==> config.mk <==
export PLATFORM = sky130hd
export DESIGN_NAME = zr_cic_decim
export DESIGN_NICKNAME = d
export VERILOG_FILES = /design/src/rtl/zrcic_pkg.sv /design/src/rtl/zrcic_phase_ctrl.sv /design/src/rtl/zrcic_integ_chain.sv /design/src/rtl/zrcic_comb_chain.sv /design/src/rtl/zr_cic_decim.sv
export SDC_FILE = /design/constraint.sdc
export NUM_CORES = 1
export LEC_CHECK = 0
export ABC_CLOCK_PERIOD_IN_PS = 9100
export BUFFER_PORTS_ARGS = -buffer_cell sky130_fd_sc_hd__buf_2
export CORE_MARGIN = 2
export CORE_UTILIZATION = 38
export DETAILED_ROUTE_END_ITERATION = 16
export SLEW_MARGIN = 20
export SYNTH_ARGS = -nofsm -noshare
export SYNTH_HDL_FRONTEND = slang
export SYNTH_SLANG_ARGS = --single-unit
==> constraint.sdc <==
create_clock -name clk -period 9.1 [get_ports clk]
set_clock_uncertainty 0.1 [all_clocks]
set_input_delay 1.82 -clock clk [delete_from_list [all_inputs] [get_ports clk]]
set_output_delay 1.82 -clock clk [all_outputs]
set_load 0.1 [all_outputs]
==> src/rtl/zrcic_pkg.sv <==
// Shared helpers for the zero-rotated CIC decimator.
// Assumes RW bits are enough to hold the largest decimation factor in use.
package zrcic_pkg;

    // Internal and output word width: input width plus growth for R^(N-1)*(2R-r).
    function automatic int acc_width(input int w, input int n, input int rw);
        return w + n * rw + 1;
    endfunction

endpackage

==> src/rtl/zrcic_phase_ctrl.sv <==
// Phase control: counts accepted samples modulo R and produces the downsampling
// strobe (phase 0) and the capture strobe (phase r).
// Assumes 2 <= R and 0 < r < R, with both held constant between resets.
module zrcic_phase_ctrl #(
    parameter int RW = 4
) (
    input  logic          clk,
    input  logic          rst_n,
    input  logic          in_valid,
    input  logic [RW-1:0] dec_factor,
    input  logic [RW-1:0] rot_shift,
    output logic          dn_strobe,
    output logic          cap_strobe
);

    logic [RW-1:0] phase;

    // Strobes are decoded from the phase of the sample presented this cycle.
    assign dn_strobe  = in_valid && (phase == '0);
    assign cap_strobe = in_valid && (phase == rot_shift);

    // Phase counter: advances on each accepted sample and wraps at R-1.
    always_ff @(posedge clk) begin
        if (!rst_n) begin
            phase <= '0;
        end else if (in_valid) begin
            if (phase >= dec_factor - 1'b1) begin
                phase <= '0;
            end else begin
                phase <= phase + 1'b1;
            end
        end
    end

    // Checker state: accepted samples seen since the last downsampling strobe.
    logic [RW:0] since_dn;
    logic        dn_seen;

    // Checker counter, kept apart from the phase counter.
    always_ff @(posedge clk) begin
        if (!rst_n) begin
            since_dn <= '0;
            dn_seen  <= 1'b0;
        end else if (in_valid) begin
            if (dn_strobe) begin
                since_dn <= '0;
                dn_seen  <= 1'b1;
            end else begin
                since_dn <= since_dn + 1'b1;
            end
        end
    end

    AST_PARAM_RANGE: assert property (@(posedge clk) disable iff (!rst_n)
        in_valid |-> (dec_factor >= 2 && rot_shift != '0 && rot_shift < dec_factor));

    AST_FRAME_LEN: assert property (@(posedge clk) disable iff (!rst_n)
        (dn_strobe && dn_seen) |-> (int'(since_dn) == int'(dec_factor) - 1));

    AST_CAPTURE_OFFSET: assert property (@(posedge clk) disable iff (!rst_n)
        cap_strobe |-> (dn_seen && !dn_strobe && int'(since_dn) == int'(rot_shift) - 1));

endmodule

==> src/rtl/zrcic_integ_chain.sv <==
// Input-rate integrator cascade. The N stages are chained through their next-state
// values, so after accepting sample n the last register holds the N-fold running sum
// up to and including x[n]. Wrap-around two's-complement arithmetic.
// Assumes in_data is sign-extended to ACC_W here.
module zrcic_integ_chain #(
    parameter int W     = 8,
    parameter int N     = 3,
    parameter int ACC_W = 21
) (
    input  logic             clk,
    input  logic             rst_n,
    input  logic             in_valid,
    input  logic [W-1:0]     in_data,
    output logic [ACC_W-1:0] integ_out
);

    logic [ACC_W-1:0] acc_q   [N];
    logic [ACC_W-1:0] acc_nxt [N];
    logic [ACC_W-1:0] x_ext;

    // Sign extension of the incoming sample to the full internal width.
    assign x_ext = {{(ACC_W-W){in_data[W-1]}}, in_data};

    for (genvar k = 0; k < N; k++) begin : g_stage
        // Next value of stage k: its own sum plus the stage feeding it.
        if (k == 0) begin : g_first
            assign acc_nxt[k] = acc_q[k] + x_ext;
        end else begin : g_rest
            assign acc_nxt[k] = acc_q[k] + acc_nxt[k-1];
        end

        // Stage register: updates only on accepted samples.
        always_ff @(posedge clk) begin
            if (!rst_n) begin
                acc_q[k] <= '0;
            end else if (in_valid) begin
                acc_q[k] <= acc_nxt[k];
            end
        end
    end

    assign integ_out = acc_q[N-1];

    AST_IDLE_HOLD: assert property (@(posedge clk) disable iff (!rst_n)
        !in_valid |=> $stable(integ_out));

endmodule

==> src/rtl/zrcic_comb_chain.sv <==
// Low-rate comb section. The first stage is the lengthened comb: a capture register
// loaded by the capture strobe, plus one register enabled at the low rate that delays
// it by one decimated period, so stage 0 subtracts a value 2R-r input samples old.
// N-1 ordinary combs of delay one decimated sample follow. The result and the valid
// strobe are registered on the downsampling strobe.
// Assumes capture and downsampling strobes never coincide.
module zrcic_comb_chain #(
    parameter int N     = 3,
    parameter int ACC_W = 21
) (
    input  logic             clk,
    input  logic             rst_n,
    input  logic             dn_strobe,
    input  logic             cap_strobe,
    input  logic [ACC_W-1:0] integ_in,
    output logic             out_valid,
    output logic [ACC_W-1:0] out_data
);

    logic [ACC_W-1:0] cap_q;
    logic [ACC_W-1:0] lag_q;
    logic [ACC_W-1:0] diff [N];

    // Capture register: takes the integrator output r samples after each instant.
    always_ff @(posedge clk) begin
        if (!rst_n) begin
            cap_q <= '0;
        end else if (cap_strobe) begin
            cap_q <= integ_in;
        end
    end

    // Low-rate delay register: holds the capture from the previous decimated period.
    always_ff @(posedge clk) begin
        if (!rst_n) begin
            lag_q <= '0;
        end else if (dn_strobe) begin
            lag_q <= cap_q;
        end
    end

    // Lengthened comb: the current downsampled sample minus the 2R-r old one.
    assign diff[0] = integ_in - lag_q;

    for (genvar k = 1; k < N; k++) begin : g_comb
        logic [ACC_W-1:0] dly_q;

        // Ordinary comb delay register, enabled at the low rate.
        always_ff @(posedge clk) begin
            if (!rst_n) begin
                dly_q <= '0;
            end else if (dn_strobe) begin
                dly_q <= diff[k-1];
            end
        end

        assign diff[k] = diff[k-1] - dly_q;
    end

    // Output register and its one-cycle valid strobe.
    always_ff @(posedge clk) begin
        if (!rst_n) begin
            out_data  <= '0;
            out_valid <= 1'b0;
        end else begin
            out_valid <= dn_strobe;
            if (dn_strobe) begin
                out_data <= diff[N-1];
            end
        end
    end

    AST_OUT_HOLD: assert property (@(posedge clk) disable iff (!rst_n)
        !dn_strobe |=> ($stable(out_data) && !out_valid));

    AST_NO_COLLIDE: assert property (@(posedge clk) disable iff (!rst_n)
        !(dn_strobe && cap_strobe));

endmodule

==> src/rtl/zr_cic_decim.sv <==
// Zero-rotated CIC decimator top: phase control, input-rate integrators and the
// low-rate comb section with one comb lengthened to 2R-r.
// Assumes dec_factor and rot_shift are legal and are changed only across a reset.
module zr_cic_decim #(
    parameter  int W     = 8,
    parameter  int N     = 3,
    parameter  int RW    = 4,
    localparam int ACC_W = zrcic_pkg::acc_width(W, N, RW)
) (
    input  logic             clk,
    input  logic             rst_n,
    input  logic             in_valid,
    input  logic [W-1:0]     in_data,
    input  logic [RW-1:0]    dec_factor,
    input  logic [RW-1:0]    rot_shift,
    output logic             out_valid,
    output logic [ACC_W-1:0] out_data
);

    logic             dn_strobe;
    logic             cap_strobe;
    logic [ACC_W-1:0] integ_out;

    zrcic_phase_ctrl #(.RW(RW)) u_ctrl (
        .clk        (clk),
        .rst_n      (rst_n),
        .in_valid   (in_valid),
        .dec_factor (dec_factor),
        .rot_shift  (rot_shift),
        .dn_strobe  (dn_strobe),
        .cap_strobe (cap_strobe)
    );

    zrcic_integ_chain #(.W(W), .N(N), .ACC_W(ACC_W)) u_integ (
        .clk       (clk),
        .rst_n     (rst_n),
        .in_valid  (in_valid),
        .in_data   (in_data),
        .integ_out (integ_out)
    );

    zrcic_comb_chain #(.N(N), .ACC_W(ACC_W)) u_comb (
        .clk        (clk),
        .rst_n      (rst_n),
        .dn_strobe  (dn_strobe),
        .cap_strobe (cap_strobe),
        .integ_in   (integ_out),
        .out_valid  (out_valid),
        .out_data   (out_data)
    );

    // Checker flag: set once the first result after reset has been presented.
    logic first_done;

    // Tracks whether a result has been presented since reset.
    always_ff @(posedge clk) begin
        if (!rst_n) begin
            first_done <= 1'b0;
        end else if (out_valid) begin
            first_done <= 1'b1;
        end
    end

    AST_FIRST_ZERO: assert property (@(posedge clk) disable iff (!rst_n)
        (out_valid && !first_done) |-> (out_data == '0));

endmodule

# [After elaboration in Yosys (flattened, before gate mapping)]
# Memories as Yosys holds them, arrays and structs flattened.
# Cells that the tools add are included.
[classes] add_sub_neg=8 magnitude_cmp=1 n_eq_ne=1 muxes=8 n_bitwise=3 reduce_logical=3
[ops] cell="$add A21 B21 Y21" n=3
[ops] cell="$mux W21" n=3
[ops] cell="$sub A21 B21 Y21" n=3
[ops] cell="$add A4 B1 Y4 const B" n=1
[ops] cell="$eq A4 B4 Y1" n=1
[ops] cell="$ge A4 B4 Y1" n=1
[ops] cell="$logic_not A4 Y1" n=1
[ops] cell="$mux W1" n=4
[ops] cell="$mux W4" n=1
[ops] cell="$sub A4 B1 Y4 const B" n=1
[ops] cell="$or A1 B1 Y1" n=3
[ops] cell="$logic_and A1 B1 Y1" n=2
[totals] reg_bits=110 ram_bits=63 input_bits=19 wordCells=32 memories=1
[mem_list] name="u_integ.acc_q" words=3 word_bits=21 rd=3 rd_ports_with_merged_regs=0 wr=3 line_no="zrcic_integ_chain.sv:17" text="logic [ACC_W-1:0] acc_q [N];"

# [Logic depth before layout (Yosys ltp)]
[logic_depth] ltp_word=4 depth_mapped=27 ltp_nobuf=27

# [By module]
# From an unflattened synthesis, not the netlist that was laid out.
[hier_totals] hier_cells=1363 area_unflattened_um2=12612.1
[by_module_without_submodules] module="zrcic_comb_chain" instances=1 cells_each=795 area_per_inst_um2=6940.4 seq_area_each_um2=2122.0
[by_module_without_submodules] module="zrcic_integ_chain" instances=1 cells_each=523 area_per_inst_um2=5246.3 seq_area_each_um2=1891.8
[by_module_without_submodules] module="zrcic_phase_ctrl" instances=1 cells_each=45 area_per_inst_um2=425.4 seq_area_each_um2=80.1

# [Worst setup path before layout]
# Ideal clock, no wire load.
[synth_path] path_type="input to register" from="input in_data[1]" to="memory u_integ.acc_q[2][20], data pin" setup_time_ps=140 arrival_ps=6235 required_time_ps=8860 path_slack_ps=2626 stages=24 n_path_buf=0 path_cell_list="ha_1 > a21o_1 > a21oi_2 > o211ai_1 > a2111oi_0 > nor2_1 > a21oi_1 > xnor2_1 > ha_1 > a21o_1 > a21oi_1 > o21ai_0 > a21oi_1 > o41ai_4 > a31oi_1 > xnor2_1 > ha_1 > nand2_1 > nor2_1 > o211a_1 > o31a_1 > nor2_1 > xnor3_1 > nor2_1"
[synth_rtl] item="start, declared" line_no="zr_cic_decim.sv:13" text="input logic [W-1:0] in_data,"
[synth_rtl] item="end, declared" line_no="zrcic_integ_chain.sv:17"

==> results.yml <==
worst_setup_path:
  crit_path_frequent_cell: "nor2_1"
  worstPathArrival_ns: 7.18
  worstPathMaxFanout: 5
  timing.rr.start: "u_integ.acc_q[2][0]$_SDFFCE_PN0P_"
  worst-r2r-cell-count: 26
  critical-path-top-delay-family: "compound AO/OA/AOI/OAI gates"
  timing.critical_path.buf_inv: 2
  critical-path-max-stage-delay_ns: 0.72
  cp_class: "input port to flop"
  critical_path.endpoint_type: "flop"
  timing.reg2reg.setup_slack_ns: 3.05
  timing.critical_path.slowest_stage_cell: "a2111oi_0"
  cp.required_ns: 9.29
  r2r-end: "u_comb.out_data[18]$_SDFFE_PN0P_"
  cp-start-kind: "input port"
route:
  route.detailed.wl_per_inst_um: 13.6
  number_of_drc_violations_after_detailed_routing_iteration_0: 478
  drc: 0
  postRouteWirelength_um: 25000
  detail-route-antenna-nets: 0
  drt_pass1_iterations: 4
  routed-via-count: 9504
  detail_route.vias_per_cell: 5.19
min_path:
  worstHoldPathCells: 2
  hp_class: "flop to flop"
  timing.hold.worst.start: "u_comb.cap_q[1]$_SDFFE_PN0P_"
  hold_path_end: "u_comb.lag_q[1]$_SDFFE_PN0P_"
cts:
  insertion_delay_ns: 0.44
  tritoncts: "done"
  post_cts_resize_count: 0
  clk_transition_reported_paths_ns: 0.07
  numCtsBuffers: 17
  depth_of_the_cts_h_tree: 4
  root_buffer: "clkbuf_16"
  clock_tree.buffer_depth: 2
  cts_hold_repair.buffers: 0
  total_number_of_clock_tree_sinks: 173
  cts_setup_buffers: 0
status:
  status: "finished clean"
cells_and_area:
  layout.cells.most_common_list: "nand2_1, ha_1, dfxtp_1, inv_1, nor2_1"
  layout-drive-gt1-share_pct: 6.99
  final_net_count: 1571
  layout_commonest_cell: "nand2_1"
  diodes: 0
  filler_cell_count: 3134
  areaGrowthSynthToFinish_pct: 9.81
synth:
  postSynthNetCount: 1550
  netlist_area_um2: 12200
  synth_cell_types: 71
  synth-edff-count: 63
  post_synth_inst_count: 1396
  asyncSetResetFlopFracSynth_pct: 0
  dominantRegCellSynth: "dfxtp_1"
  post_synth.cell_area_avg_um2: 8.77
  ys_seq_area_share_pct: 33.4
  ys_warn_count: 0
  ys_seq_elements: 173
place:
  hpwlAfterDp_um: 17800
  port-buffer-count: 40
  globalplace.congestion: 0.819
  pre_cts_slack_ns: 1.88
global_routing:
  grt_first_pass_wirelength_um: 42400
  grt_antenna_before_repair: 0
  grtUsageTotal_pct: 15.2
  globalRoute.totalOverflow: 0
  grt_max_degree: 91
  first_global_vias: 8898
sta:
  unrepaired_setup_endpoints_after_global_routing: "false"
  hold_viol: 0
  relSlewSlack_pct: 38.0
  timing.setup.tns_ns: 0
  tightest_slew_ns: 0.930
  timing.final.max_slew_violations: 0
  max_clock_freq_mhz: 143
  fin_ws_ns: 2.11
  setup_violations: 0
  period_needed_ns: 6.99
  min_period_over_period_pct: 76.8
floorplan:
  top_level_ports: 41
  core.rowCount: 65
  initial_utilization_pct: 38.7
  fp.dieArea_um2: 33700
  horiz_die_dim_um: 184
  core_region_area_um2: 31600
  fp.dieH_um: 184
job:
  timing.max_cap.violations: 0
-- flip-flops by register name, summed over array words and instances (netlist names) --
signal               count
u_comb.cap_q            21
u_comb.g_comb.dly_q     42
u_comb.lag_q            21
u_comb.out_data         21
u_comb.out_valid         1
u_ctrl.phase             4
u_integ.acc_q           63
-- worst register-to-register path: stages (launching register included) --
cell	delay, ns
edfxtp_1	0.45
inv_1	0.09
ha_1	0.16
inv_1	0.05
fa_1	0.40
a21oi_1	0.21
o22ai_1	0.17
o21ai_0	0.18
nand2b_1	0.07
a21oi_1	0.17
xnor2_1	0.11
ha_1	0.37
and3_1	0.22
and3_1	0.16
o211ai_1	0.12
and4_1	0.20
o41ai_2	0.54
a31oi_1	0.17
xnor2_1	0.24
ha_1	0.32
and2_1	0.18
or2_2	0.29
a2111oi_2	0.47
nor2_1	0.12
xnor2_1	0.14
o21ai_0	0.07
and2_1	0.19
-- through the flow --
| step | hold slack, ns | area, µm² | cells | utilization, % |
|---|---|---|---|---|
| 2_1_floorplan | 0.330 | 12200 | 1396 | - |
| 3_3_place_gp | 0.340 | 12900 | 1800 | 40.6 |
| 3_5_place_dp | 0.347 | 12900 | 1800 | 40.6 |
| 4_1_cts | 0.357 | 13500 | 1832 | 42.5 |
| 5_1_grt | 0.380 | 13500 | 1832 | 42.5 |
| 6_report | 0.354 | 13500 | 1832 | 42.5 |
-- worst max-delay path by stage --
stage / start / end / cells past startpoint
floorplan: in_data[1] / u_integ.acc_q[2][20]$_SDFFCE_PN0P_ / 24
global placement: in_data[1] / u_integ.acc_q[2][20]$_SDFFCE_PN0P_ / 25
detailed placement: in_data[1] / u_integ.acc_q[2][20]$_SDFFCE_PN0P_ / 25
CTS: in_data[1] / u_integ.acc_q[2][20]$_SDFFCE_PN0P_ / 25
global route: in_data[1] / u_integ.acc_q[2][20]$_SDFFCE_PN0P_ / 25
finish: in_data[1] / u_integ.acc_q[2][20]$_SDFFCE_PN0P_ / 25
-- cells by family after synthesis --
family	after synthesis	share of synthesized area (%)
buffers and inverters	147	4.50
XOR/XNOR	108	8.12
multiplexers	23	1.88
AND/OR/NAND/NOR	449	17.7
AO/OA/AOI/OAI	361	20.3
flip-flops	173	33.4
adder cells (fa/ha/maj)	135	14.2
-- metal layers --
metal  share of wire (%)  GRT usage (%)  wire (µm)  vias to the layer above
met4                0.88           3.42        220                        0
li1                    -              -          -                     4967
met3                 2.3           2.42        564                       16
met1                  51           20.4      12700                     4424
met2                  46           25.6      11600                       97
met5                   0              0          0                        -
-- layout make-up --
cell class                 count  area, µm²  area share, %
multi-input combinational   1076       7610           56.6
sequential                   173       4090           30.4
timing repair buffer          48        263           1.95
clock inverter                11        115          0.856
clock buffer                  21        483           3.59
inverter                     101        379           2.82
tap                          402        503           3.74
-- cells in the mapped netlist, drive strengths merged (4+ instances only) --
cell type  number  area [µm²]
a21oi          74         378
xnor2          61         542
a2111oi         5        62.6
or2             4        25.0
o31a            4        35.0
nor3           22         110
o221ai          4        35.0
nand3b          8        60.1
or3            10        67.6
edfxtp         63        1890
nand2         167         627
nor2b          43         269
ha            129        1610
nor3b           6        45.0
nand2b         11        68.8
a21o           38         285
a31oi          13        93.8
o211ai         10        75.1
nor2           84         315
clkbuf         42         158
and3           40         250
xor2           44         385
o2111ai         4        35.0
o211a           6        60.1
and2           17         106
fa              6         120
inv           101         379
dfxtp         110        2200
mux2i          23         230
nand3          23         115
a211oi          9        72.6
o21a           23         173
o21ai          73         369
nand4           5        31.3
a21boi         61         458
buf             4        15.0
o21bai         11        82.6
Power is left out: the tool's default activity adds up to more than one toggle a clock period on the data nets, which glitch-free logic cannot reach.
